$ cat config.mk
export PLATFORM = sky130hd
export DESIGN_NAME = lcd_src_timing
export DESIGN_NICKNAME = d
export VERILOG_FILES = /design/src/rtl/lcd_src_pkg.sv /design/src/rtl/lcd_src_seq.sv /design/src/rtl/lcd_src_wave.sv /design/src/rtl/lcd_src_pixel.sv /design/src/rtl/lcd_src_timing.sv
export SDC_FILE = /design/constraint.sdc
export NUM_CORES = 1
export LEC_CHECK = 0
export BUFFER_PORTS_ARGS = -buffer_cell sky130_fd_sc_hd__buf_4
export CAP_MARGIN = 40
export CORE_AREA = 2 2 92 94
export DETAILED_ROUTE_END_ITERATION = 10
export DIE_AREA = 0 0 94 96
export GPL_TIMING_DRIVEN = 0
export HOLD_SLACK_MARGIN = 0.03
export PLACE_DENSITY = 0.56
export SLEW_MARGIN = 10
export SYNTH_ARGS = -nofsm -noshare
export SYNTH_HDL_FRONTEND = slang
export SYNTH_SLANG_ARGS = --single-unit
$ cat constraint.sdc
create_clock -name clk -period 4.8 [get_ports clk]
set_input_delay 0.24 -clock clk [delete_from_list [all_inputs] [get_ports clk]]
set_output_delay 0.24 -clock clk [all_outputs]
set_load 0.01 [all_outputs]
$ cat src/rtl/lcd_src_pkg.sv
package lcd_src_pkg;

    // Sequencer phase: idle, the lead-in before the first group, and groups.
    typedef enum logic [1:0] {
        PH_IDLE = 2'd0,
        PH_LEAD = 2'd1,
        PH_RUN  = 2'd2
    } phase_e;

    // Ticks per source-clock half-period and the quarter index width.
    localparam int QTR_PER_HP = 4;
    localparam int QTR_W      = $clog2(QTR_PER_HP);
    localparam logic [QTR_W-1:0] QTR_MID  = QTR_W'(QTR_PER_HP / 2);
    localparam logic [QTR_W-1:0] QTR_LAST = QTR_W'(QTR_PER_HP - 1);

    // Counter widths for half-period-in-group and group-in-frame.
    localparam int HP_W  = 16;
    localparam int GRP_W = 16;

    // Position of the sequencer within a frame.
    typedef struct packed {
        phase_e             phase;
        logic [QTR_W-1:0]   qtr;
        logic [HP_W-1:0]    hp;   // 1-based half-period inside the group
        logic [GRP_W-1:0]   grp;  // 1-based group inside the frame
    } src_pos_t;

    // Per-cycle strobes from the sequencer.
    typedef struct packed {
        logic boundary;  // a new half-period begins at this edge
        logic due;       // that half-period takes a stream byte
        logic finish;    // the frame ends at this edge
    } src_evt_t;

    localparam src_pos_t POS_IDLE = '{phase: PH_IDLE, qtr: '0, hp: '0, grp: '0};

    // Group start pulse level: last half of the lead-in or of the closing
    // half-period of a non-final group, all of half-period 1, and the first
    // half of half-period 2.
    function automatic logic bsp_level(input src_pos_t p,
                                       input logic [HP_W-1:0] hpg,
                                       input logic [GRP_W-1:0] ngrp);
        logic late;
        late = (p.qtr >= QTR_MID);
        case (p.phase)
            PH_LEAD: return late;
            PH_RUN:  return (p.hp == HP_W'(1))
                         || ((p.hp == HP_W'(2)) && !late)
                         || ((p.hp == hpg) && late && (p.grp != ngrp));
            default: return 1'b0;
        endcase
    endfunction

endpackage

$ cat src/rtl/lcd_src_seq.sv
module lcd_src_seq
    import lcd_src_pkg::*;
#(
    parameter int DATA_HP = 120,
    parameter int TAIL_HP = 4,
    parameter int GROUPS  = 641
) (
    input  logic     clk,
    input  logic     rst,
    input  logic     tick,
    input  logic     start,
    input  logic     stall,
    output src_pos_t pos,
    output src_evt_t evt
);

    localparam int HP_GRP = DATA_HP + TAIL_HP;
    localparam logic [HP_W-1:0]  HPG_V  = HP_W'(HP_GRP);
    localparam logic [HP_W-1:0]  DATA_V = HP_W'(DATA_HP);
    localparam logic [GRP_W-1:0] GRP_V  = GRP_W'(GROUPS);

    logic             running;
    logic             at_qlast;
    logic             last_hp;
    logic             last_grp;
    logic [HP_W-1:0]  nxt_hp;
    logic [GRP_W-1:0] nxt_grp;

    always_comb begin
        running  = (pos.phase == PH_RUN);
        at_qlast = (pos.qtr == QTR_LAST);
        last_hp  = (pos.hp == HPG_V);
        last_grp = (pos.grp == GRP_V);

        if (pos.phase == PH_LEAD) begin
            nxt_hp  = HP_W'(1);
            nxt_grp = GRP_W'(1);
        end else if (last_hp) begin
            nxt_hp  = HP_W'(1);
            nxt_grp = pos.grp + GRP_W'(1);
        end else begin
            nxt_hp  = pos.hp + HP_W'(1);
            nxt_grp = pos.grp;
        end

        evt.finish   = tick && running && at_qlast && last_hp && last_grp;
        evt.boundary = tick && at_qlast
                    && ((pos.phase == PH_LEAD) || (running && !(last_hp && last_grp)));
        // The closing group of a frame carries no stream data.
        evt.due      = evt.boundary && (nxt_hp <= DATA_V) && (nxt_grp < GRP_V);
    end

    always_ff @(posedge clk) begin
        if (rst) begin
            pos <= POS_IDLE;
        end else if (pos.phase == PH_IDLE) begin
            if (start) begin
                pos.phase <= PH_LEAD;
                pos.qtr   <= '0;
                pos.hp    <= '0;
                pos.grp   <= '0;
            end
        end else if (tick && !stall) begin
            if (!at_qlast) begin
                pos.qtr <= pos.qtr + QTR_W'(1);
            end else if (evt.finish) begin
                pos <= POS_IDLE;
            end else begin
                pos.phase <= PH_RUN;
                pos.qtr   <= '0;
                pos.hp    <= nxt_hp;
                pos.grp   <= nxt_grp;
            end
        end
    end

endmodule

$ cat src/rtl/lcd_src_wave.sv
module lcd_src_wave
    import lcd_src_pkg::*;
#(
    parameter int HP_GRP = 124,
    parameter int GROUPS = 641
) (
    input  src_pos_t pos,
    output logic     bck,
    output logic     bsp
);

    localparam logic [HP_W-1:0]  HPG_V = HP_W'(HP_GRP);
    localparam logic [GRP_W-1:0] GRP_V = GRP_W'(GROUPS);

    // HP_GRP is even, so half-period 1 of every group is a high level.
    always_comb begin
        bck = (pos.phase == PH_RUN) && pos.hp[0];
        bsp = bsp_level(pos, HPG_V, GRP_V);
    end

endmodule

$ cat src/rtl/lcd_src_pixel.sv
module lcd_src_pixel
    import lcd_src_pkg::*;
#(
    parameter int PIX_W  = 6,
    parameter int BYTE_W = 8
) (
    input  logic              clk,
    input  logic              rst,
    input  src_evt_t          evt,
    input  logic [BYTE_W-1:0] pix_data,
    input  logic              pix_valid,
    output logic              pix_ready,
    output logic              stall,
    output logic [PIX_W-1:0]  pix_bus,
    output logic              underrun
);

    logic accept;
    logic unused_hi;

    generate
        if (BYTE_W > PIX_W) begin : g_drop_hi
            assign unused_hi = ^pix_data[BYTE_W-1:PIX_W];
        end else begin : g_no_hi
            assign unused_hi = 1'b0;
        end
    endgenerate

    always_comb begin
        pix_ready = evt.due;
        accept    = evt.due && pix_valid;
        stall     = evt.due && !pix_valid;
    end

    always_ff @(posedge clk) begin
        if (rst) begin
            pix_bus  <= '0;
            underrun <= 1'b0;
        end else begin
            if (accept) begin
                pix_bus <= pix_data[PIX_W-1:0];
            end else if ((evt.boundary && !evt.due) || evt.finish) begin
                pix_bus <= '0;
            end
            if (stall) begin
                underrun <= 1'b1;
            end
        end
    end

endmodule

$ cat src/rtl/lcd_src_timing.sv
module lcd_src_timing
    import lcd_src_pkg::*;
#(
    parameter int DATA_HP = 120,
    parameter int TAIL_HP = 4,
    parameter int GROUPS  = 641,
    parameter int PIX_W   = 6,
    parameter int BYTE_W  = 8
) (
    input  logic              clk,
    input  logic              rst,
    input  logic              tick,
    input  logic              start,
    input  logic [BYTE_W-1:0] pix_data,
    input  logic              pix_valid,
    output logic              pix_ready,
    output logic              bck,
    output logic              bsp,
    output logic [PIX_W-1:0]  pix_bus,
    output logic              underrun
);

    localparam int HP_GRP = DATA_HP + TAIL_HP;

    src_pos_t pos;
    src_evt_t evt;
    logic     stall;

    lcd_src_seq #(
        .DATA_HP (DATA_HP),
        .TAIL_HP (TAIL_HP),
        .GROUPS  (GROUPS)
    ) u_seq (
        .clk   (clk),
        .rst   (rst),
        .tick  (tick),
        .start (start),
        .stall (stall),
        .pos   (pos),
        .evt   (evt)
    );

    lcd_src_wave #(
        .HP_GRP (HP_GRP),
        .GROUPS (GROUPS)
    ) u_wave (
        .pos (pos),
        .bck (bck),
        .bsp (bsp)
    );

    lcd_src_pixel #(
        .PIX_W  (PIX_W),
        .BYTE_W (BYTE_W)
    ) u_pix (
        .clk       (clk),
        .rst       (rst),
        .evt       (evt),
        .pix_data  (pix_data),
        .pix_valid (pix_valid),
        .pix_ready (pix_ready),
        .stall     (stall),
        .pix_bus   (pix_bus),
        .underrun  (underrun)
    );

endmodule

* After elaboration in Yosys (flattened, before gate mapping) *
Index checks and enable logic that the tools add are counted.

storage, ports and cells
  register bits = 43
  bits in latches = 0
  memory bits (writable) = 0
  memory bits (read-only) = 0
  output and inout port bits = 10
  logic and storage cells = 68
  memories kept = 0

cells by class
  $add $sub $neg = 3
  $mul = 0
  div/mod/pow operators = 0
  order comparisons = 3
  eq/ne operators = 9
  shifts and indexed selects = 0
  muxes and demuxes = 14
  bitwise gates (word level) = 0
  reduce and logical (&&, ||, !) cells = 33

operators by type and width
  cell                   number
  $mux 36                4
  $mux 16                4
  $add 16x1->16 const B  2
  $mux 32                1
  $logic_and 1x1->1      18
  $eq 16x1->1 const B    1
  $eq 16x10->1 const B   1
  $eq 16x2->1 const B    1
  $eq 16x7->1 const B    1
  $le 16x7->1 const B    1
  $lt 16x10->1 const B   1
  $ne 16x10->1 const B   1
  $mux 6                 2
  $reduce_bool 2->1      3
  $logic_not 1->1        5
  $eq 2x2->1 const B     2
  $logic_or 1x1->1       4
  $mux 2                 2
  $reduce_and 3->1       1
  $add 2x1->2 const B    1
  $eq 2x1->1 const B     1
  $ge 2x2->1 const B     1
  $logic_not 2->1        1
  $ne 2x2->1 const B     1
  other kinds (2)        2

* Depth between registers and ports, before layout *
Gate-level depths: netlist of run 1.

  depth in word-level cells = 13
  mapped depth = 14
  depth with buffers taken out = 11

* Cells and area by module *
Synthesis of run 1 repeated with hierarchy kept, for this count alone.

second synthesis, totals
  cells, all modules = 395
  area, all modules = 3131.8 sq um

by module, submodules not included
  module         times used  cells an instance  area each (sq um)  seq. area each (sq um)
  lcd_src_seq    1           350                2687.6             720.7
  lcd_src_pixel  1           20                 264.0              140.1
  lcd_src_wave   1           25                 180.2              0.0

* Least setup slack after synthesis of run 1 *
OpenSTA, ideal clock, no wires.

  kind = reg2reg
  from = reg u_seq.pos[26] (netlist name)
  to = reg u_seq.pos[34] (netlist name)
  library setup time = 0.117 ns
  arrival = 3.049 ns
  required time = 4.683 ns
  setup slack = 1.634 ns
  cell stages (with the launch flop) = 13
  path buffers = 3
  clock period less this slack = 3.166 ns
  cells stage by stage = dfxtp_1 buf_2 or4_4 or4_1 nor3b_2 nor4_2 a211oi_2 nor4b_4 a311o_1 buf_4 buf_2 a22oi_1 nor2_1

between the ends
  cells in the longest elaborated chain, start to end = 13

ends and longest elaborated chain
  what                                                   line                 RTL
  branches (longest 7 deep; another with $add 16x1->16)  --
  $logic_and 1x1->1 *                                    lcd_src_seq.sv:50    evt.due = evt.boundary && (nxt_hp <= DATA_V) && (nxt_grp < GRP_V);
  $logic_and 1x1->1 *                                    lcd_src_pixel.sv:32  stall = evt.due && !pix_valid;
  $logic_not 1->1 *                                      lcd_src_seq.sv:63    end else if (tick && !stall) begin
  $logic_and 1x1->1 *                                    lcd_src_seq.sv:63
  $reduce_bool 2->1 (no source line) *                   --
  $reduce_and 3->1 (no source line) *                    --

Mark *: on every way between the ends.
A chain may end at the register's enable or synchronous reset.

* Final worst setup path of run 1 *
  from = reg u_seq.pos[16] (netlist name)
  to = reg u_seq.pos[1] (netlist name)

between the ends
  cells in the longest elaborated chain, start to end = 13

ends and longest elaborated chain
  what
  branches (longest 13 deep; another with $add 16x1->16)

Parallel ways; which one is timed is not known. The select of a mux whose other input is x is not followed.

==> impl_metrics.toml, run 1 <==
[die]
design.die.area_mm2 = 0.00902
die_height_um = 96
io_pins = 23
coreArea_mm2 = 0.00805
placementRows = 33
initial_core_util_pct = 39.3
die_x_um = 94

[layout]
multiInputGateArea_mm2 = 0.00206
antenna_cells = 0
area_delta_synth_final_pct = 11.7
final_cells = 532
nFillCells = 826
seqCellArea_um2 = 861
drive_above_1_share_pct = 12.4
fin_nets = 451

[place]
dpl.cell_count = 525
portBuffers = 20
place_ws_ps = 900
place.detailed.hpwl_mm = 7.07
place_congestion = 0.868

[routing]
finalWirelength_mm = 9.73
wl_per_cell_um = 18.3
drtAntennaViolNets = 0
drc_errors = 0
via_per_inst = 6.15
dr_total_vias = 3272
drt_iter0_drc = 169
drt_first_pass_iters = 5

[global_route]
antenna_found_initial = 0
grt_max_degree = 13
grt_pass1_wl_mm = 15.6
grt_util_all_layers_pct = 22.0
grt_pass1_vias = 2906
gr-total-overflow = 0

[pwr]
total_power_uw = 654
pwr-share-comb_pct = 8.2
p_sw_uw = 167
leakagePower_nw = 1.16
p_seq_share_pct = 54.8
pwr_density_cell_mw_per_mm2 = 185
ir_worst_vdd_mv = 0.106
p_int_uw = 487
switching_share_pct = 25.5
clkPwrFrac_pct = 37.0

[worst_setup_path]
start_kind = "register"
max_stage_delay_ps = 740
required_ps = 5010
cp-end-kind = "register"
crit_path_max_fanout = 10
crit_family = "simple AND/OR/NAND/NOR gates"
worstSetupPathType = "register to register"
cp.arrival_ps = 4110
path_cells = "inv_1 -> ha_1 -> nand4b_1 -> nor4_4 -> nand2_2 -> xor2_1 -> a31o_1 -> a41o_1 -> a31oi_1 -> buf_4 -> nand3_1 -> o32ai_1"
critPathSlowestCell = "nor4_4"
worst-path-buf-inv = 2

[yosys]
synth_area_mm2 = 0.00316
synth_warnings = 0
yosysSeqAreaShare_pct = 27.2
synth-seq-cells = 43
synthFlopType = "dfxtp_1"
synth_cell_types = 63
synth_most_common_cell = "dfxtp_1"
syn_inst = 400
synth_edf_count = 0
synth_top_area_cell = "dfxtp_1"
synth_commonest_cells = "dfxtp_1 (43), nand3_1 (34), clkbuf_1 (27)"
synth.avg_cell_area_um2 = 7.91
synth.net_count = 424
ys_top_cells_by_area = "dfxtp_1 (27%), nand3_1 (5.4%), a31oi_1 (4.7%)"
synth_top_area_share_pct = 27.2
async_flop_share_pct = 0

[timing]
fmax_mhz = 256
setup_viol = 0
rsz0062_at_grt = "false"
setup_slack_ps = 900
fin_setup_tns_ps = 0
slew_headroom_pct = 52.6
fin_crit_sh_pct = 81.2
finalMaxSlewViolations = 0
hold_viol = 0
post-route-min-period_ps = 3900
skew_ps = 7.54
tightest_slew_ps = 711

[cts]
htreeDepth = 2
clock_latency_ps = 300
postCtsSetupBuffers = 0
clock_path_buffers = 2
cts_tree = "done"
postCtsHoldBufs = 0
clk_pin_slew_ps = 90
cts_sinks = 43
cts.repair.resized = 0
cts_made_buffers = 5
clockRootBuffer = "clkbuf_8"

[status]
outcome = "completed"

[hold_path]
hp-class = "primary input to register"

[job]
maxCapViolCount = 0
## per-stage QoR
stage / util [%] / instance area [µm²] / hold slack, ps
floorplan: - / 3160 / 309
global placement: 42.8 / 3450 / 459
detailed placement: 42.8 / 3450 / 461
CTS: 43.9 / 3530 / 149
global route: 43.9 / 3530 / 146
finish: 43.9 / 3530 / 155
## registers in the layout, summed over array words and instances (netlist names)
name	count
u_seq.pos	36
u_pix.pix_bus	6
u_pix.underrun	1
## power groups by stage
stage	logic (mW)	registers [mW]	clock network (mW)
finish	0.0538	0.359	0.242
global route	0.0575	0.359	0.264
CTS	0.0526	0.359	0.254
detailed placement	0.0525	0.367	0
global placement	0.0520	0.367	0
floorplan	0.0309	0.367	0
## worst paths after layout
check	from	endpoint	slack [ps]	depth (start not counted)
max	u_seq.pos[16]	u_seq.pos[1]	900	12
min	pix_data[4]	u_pix.pix_bus[4]	150	2
max reg2reg	u_seq.pos[16]	u_seq.pos[1]	900	12
min reg2reg	u_pix.pix_bus[1]	u_pix.pix_bus[1]	490	1
## kinds of logic after synthesis
kind of cell    Yosys count  share of synthesized area [%]
simple gates            172                           32.9
compound gates          100                           22.9
buf+inv                  57                           7.71
flops                    43                           27.2
xor+xnor                 13                           3.60
fa+ha+maj                11                           4.35
mux                       4                           1.27
## layer usage
layer | up-vias | track usage [%] | part of all wire, %
met5 | - | 0 | 0
met4 | 0 | 7.00 | 2.1
met3 | 18 | 3.52 | 6.2
met2 | 101 | 34.7 | 45
met1 | 1547 | 30.9 | 46
li1 | 1606 | - | -
## layout by cell type, fill, tap and decap left out, types with 7 or more instances in the layout
cell type / instances
and3_1: 7
ha_1: 11
a21oi_1: 12
dfxtp_1: 43
nor4_1: 12
nand4_1: 17
o2111ai_1: 7
nand3_1: 34
a31oi_1: 24
clkbuf_1: 27
xor2_1: 8
nor2_1: 21
nor3_1: 17
nand2_1: 20
buf_4: 24
nand3b_1: 9
o22ai_1: 7
inv_1: 19
a41oi_1: 8
## area by class of cell
type                       instances  share of cell area, %
timing repair buffer              20                   4.25
sequential                        43                   24.4
clock buffer                       6                   2.34
inverter                          19                   2.02
clock inverter                     1                  0.142
buffer                            38                   4.89
multi-input combinational        300                   58.3
tap                              105                   3.72
Note: power is estimated with default switching activity, not from simulation.
==> run 2: changes to the inputs <==
--- a/config.mk
+++ b/config.mk
@@ -5,14 +5,15 @@
 export SDC_FILE = /design/constraint.sdc
 export NUM_CORES = 1
 export LEC_CHECK = 0
+export ABC_AREA = 1
 export BUFFER_PORTS_ARGS = -buffer_cell sky130_fd_sc_hd__buf_4
 export CAP_MARGIN = 40
-export CORE_AREA = 2 2 92 94
+export CORE_AREA = 2 2 98 100
 export DETAILED_ROUTE_END_ITERATION = 10
-export DIE_AREA = 0 0 94 96
+export DIE_AREA = 0 0 100 102
 export GPL_TIMING_DRIVEN = 0
 export HOLD_SLACK_MARGIN = 0.03
-export PLACE_DENSITY = 0.56
+export PLACE_DENSITY = 0.57
 export SLEW_MARGIN = 10
 export SYNTH_ARGS = -nofsm -noshare
 export SYNTH_HDL_FRONTEND = slang
==> constraint.sdc (replaced) <==
create_clock -name clk -period 3.2 [get_ports clk]
set_input_delay 0.16 -clock clk [delete_from_list [all_inputs] [get_ports clk]]
set_output_delay 0.16 -clock clk [all_outputs]
set_load 0.01 [all_outputs]
==> run 2 against run 1 <==
Against the previous run:
- core utilization down 0.81 points
- design area up 11%
- sequential cell count unchanged
- sequential share of layout area down 2.4 points
- cell count up 37%
- wire length up 10%
==> impl_metrics.toml, run 2 <==
[timing]
fin_crit_sh_pct = 91.9
fin_setup_tns_ps = 0
post-route-min-period_ps = 2940
hold_viol = 0
tightest_slew_ps = 621
fmax_mhz = 340
rsz0062_at_grt = "false"
slew_headroom_pct = 58.6
setup_viol = 0
whs_ps = 126
skew_ps = 7.00
finalMaxSlewViolations = 0

[die]
die_height_um = 102
initial_core_util_pct = 38.8
io_pins = 23
placementRows = 35
design.die.area_mm2 = 0.0102
coreArea_mm2 = 0.00911
die_x_um = 100

[yosys]
synth_edf_count = 0
synth_area_mm2 = 0.00353
syn_inst = 593
synth_commonest_cells = "nand2_1 (161), inv_1 (74), nand3_1 (73)"
ys_top_cells_by_area = "dfxtp_1 (24%), nand2_1 (17%), nand3_1 (10%)"
synth-seq-cells = 43
async_flop_share_pct = 0
synthFlopType = "dfxtp_1"
synth_top_area_share_pct = 24.4
synth.avg_cell_area_um2 = 5.96
synth.net_count = 617
synth_cell_types = 29
synth_most_common_cell = "nand2_1"
yosysSeqAreaShare_pct = 24.4
synth_warnings = 0
synth_top_area_cell = "dfxtp_1"

[worst_setup_path]
cp.depth = 14
critPathSlowestCell = "nor2_1"
crit_family = "simple AND/OR/NAND/NOR gates"
r2r_slack_ps = 470
worstSetupPathType = "register to output port"
cp-end-kind = "output port"
required_ps = 3040
start_kind = "register"
rr_worst_depth = 16
path_cells = "nor2_1 -> nand2_1 -> nor2_1 -> nand2_4 -> nand2_4 -> inv_2 -> nand3_1 -> nand2_1 -> nor2_1 -> nand2_1 -> nor2_4 -> nand3_1 -> inv_1 -> buf_4"
crit_path_max_fanout = 8
worst-path-buf-inv = 3
max_stage_delay_ps = 410
cp.arrival_ps = 2780

[routing]
finalWirelength_mm = 10.7
via_per_inst = 5.33
drtAntennaViolNets = 0
dr_total_vias = 3894
wl_per_cell_um = 14.7
drt_iter0_drc = 252
drt_first_pass_iters = 5
drc_errors = 0

[hold_path]
hp-class = "primary input to register"
hold_path_depth = 3

[global_route]
grt_max_degree = 15
groute.layer.met1.usage_pct = 30.0
gr-total-overflow = 0
grt_pass1_vias = 3572
grt_pass1_wl_mm = 17.9
antenna_found_initial = 0
grt_util_all_layers_pct = 22.0
use_met3_pct = 2.26
use_met2_pct = 37.4
top_usage_layer = "met2"

[cts]
clock_path_buffers = 2
cts_tree = "done"
clock_latency_ps = 300
cts_sinks = 43
clk_pin_slew_ps = 90
cts_made_buffers = 5
clockRootBuffer = "clkbuf_8"
postCtsSetupBuffers = 0
postCtsHoldBufs = 0
htreeDepth = 2

[layout]
fin_nets = 642
area_delta_synth_final_pct = 11.0
drive_above_1_share_pct = 8.72
final_common_cell = "nand2_1"
top_register = "u_seq.pos"
final_cell_mix = "nand2_1 (161), inv_1 (74), nand3_1 (73)"
largestRegisters = "u_seq.pos: 36 flops, u_pix.pix_bus: 6 flops, u_pix.underrun: 1 flops"
largest_register_ffs = 36
final_core_util_pct = 43.1
antenna_cells = 0
nFillCells = 986

[pwr]
p_int_uw = 790
p_sw_uw = 280
total_power_mw = 1.07
switching_share_pct = 26.1
clkPwrFrac_pct = 41.8
leakagePower_nw = 1.69
ir_worst_vdd_mv = 0.187
pwr-share-comb_pct = 7.9
pwr_density_cell_mw_per_mm2 = 273
p_seq_share_pct = 50.3

[status]
outcome = "completed"

[place]
place.detailed.hpwl_mm = 8.02
place_congestion = 0.922
portBuffers = 18

[job]
maxCapViolCount = 0
## run 2: timing repair
item,CTS,global route
hold endpoints to repair,0,0
setup endpoints to repair,0,1
resized for setup,0,2
## run 2: routing by layer
metal,up-vias,wire length (µm)
li1,2004,-
met1,1780,5040
met2,100,5070
met3,10,462
met4,0,127
met5,-,0
## run 2: final cells by class
type	count	area (µm²)	share of cell area [%]
inverters	75	282	7.17
multi-input cells	447	2210	56.4
well taps	111	139	3.54
flip-flops and latches	43	862	22.0
clock buffers	5	68.8	1.75
repair buffers	18	135	3.44
plain buffers	28	180	4.59
clock inverters	3	43.8	1.12
## run 2: metrics by stage
stage	std cells	worst slack, ps	area (µm²)
after floorplan	593	930	3530
after global placement	722	318	3810
after detailed placement	722	309	3810
after CTS	730	158	3920
after global routing	730	11.2	3920
final	730	260	3920
## run 2: tightest hold or removal path, stage by stage
cell     delay (ps)
buf_4           100
nand3_1          70
a21oi_1          60
## run 2: power by group through the flow
stage | sequential [mW] | combinational (mW) | clock (mW)
2_1_floorplan | 0.550 | 0.0505 | 0
3_3_place_gp | 0.551 | 0.0842 | 0
3_5_place_dp | 0.551 | 0.0838 | 0
4_1_cts | 0.538 | 0.0842 | 0.458
5_1_grt | 0.539 | 0.0940 | 0.484
6_report | 0.538 | 0.0845 | 0.447
## run 2: path summary, 6_finish.rpt
path,endpoint,from
max,pix_ready,u_seq.pos[27]
max reg2reg,u_seq.pos[26],u_seq.pos[27]
min reg2reg,u_pix.underrun,u_pix.underrun
min,u_pix.pix_bus[0],pix_data[0]
## run 2: logic make-up after synthesis
group,Yosys count,synth area share (%)
adder cells (fa/ha/maj),11,3.89
AND/OR/NAND/NOR,370,48.7
flip-flops,43,24.4
buffers and inverters,103,13.0
XOR/XNOR,5,1.24
AO/OA/AOI/OAI,61,8.81
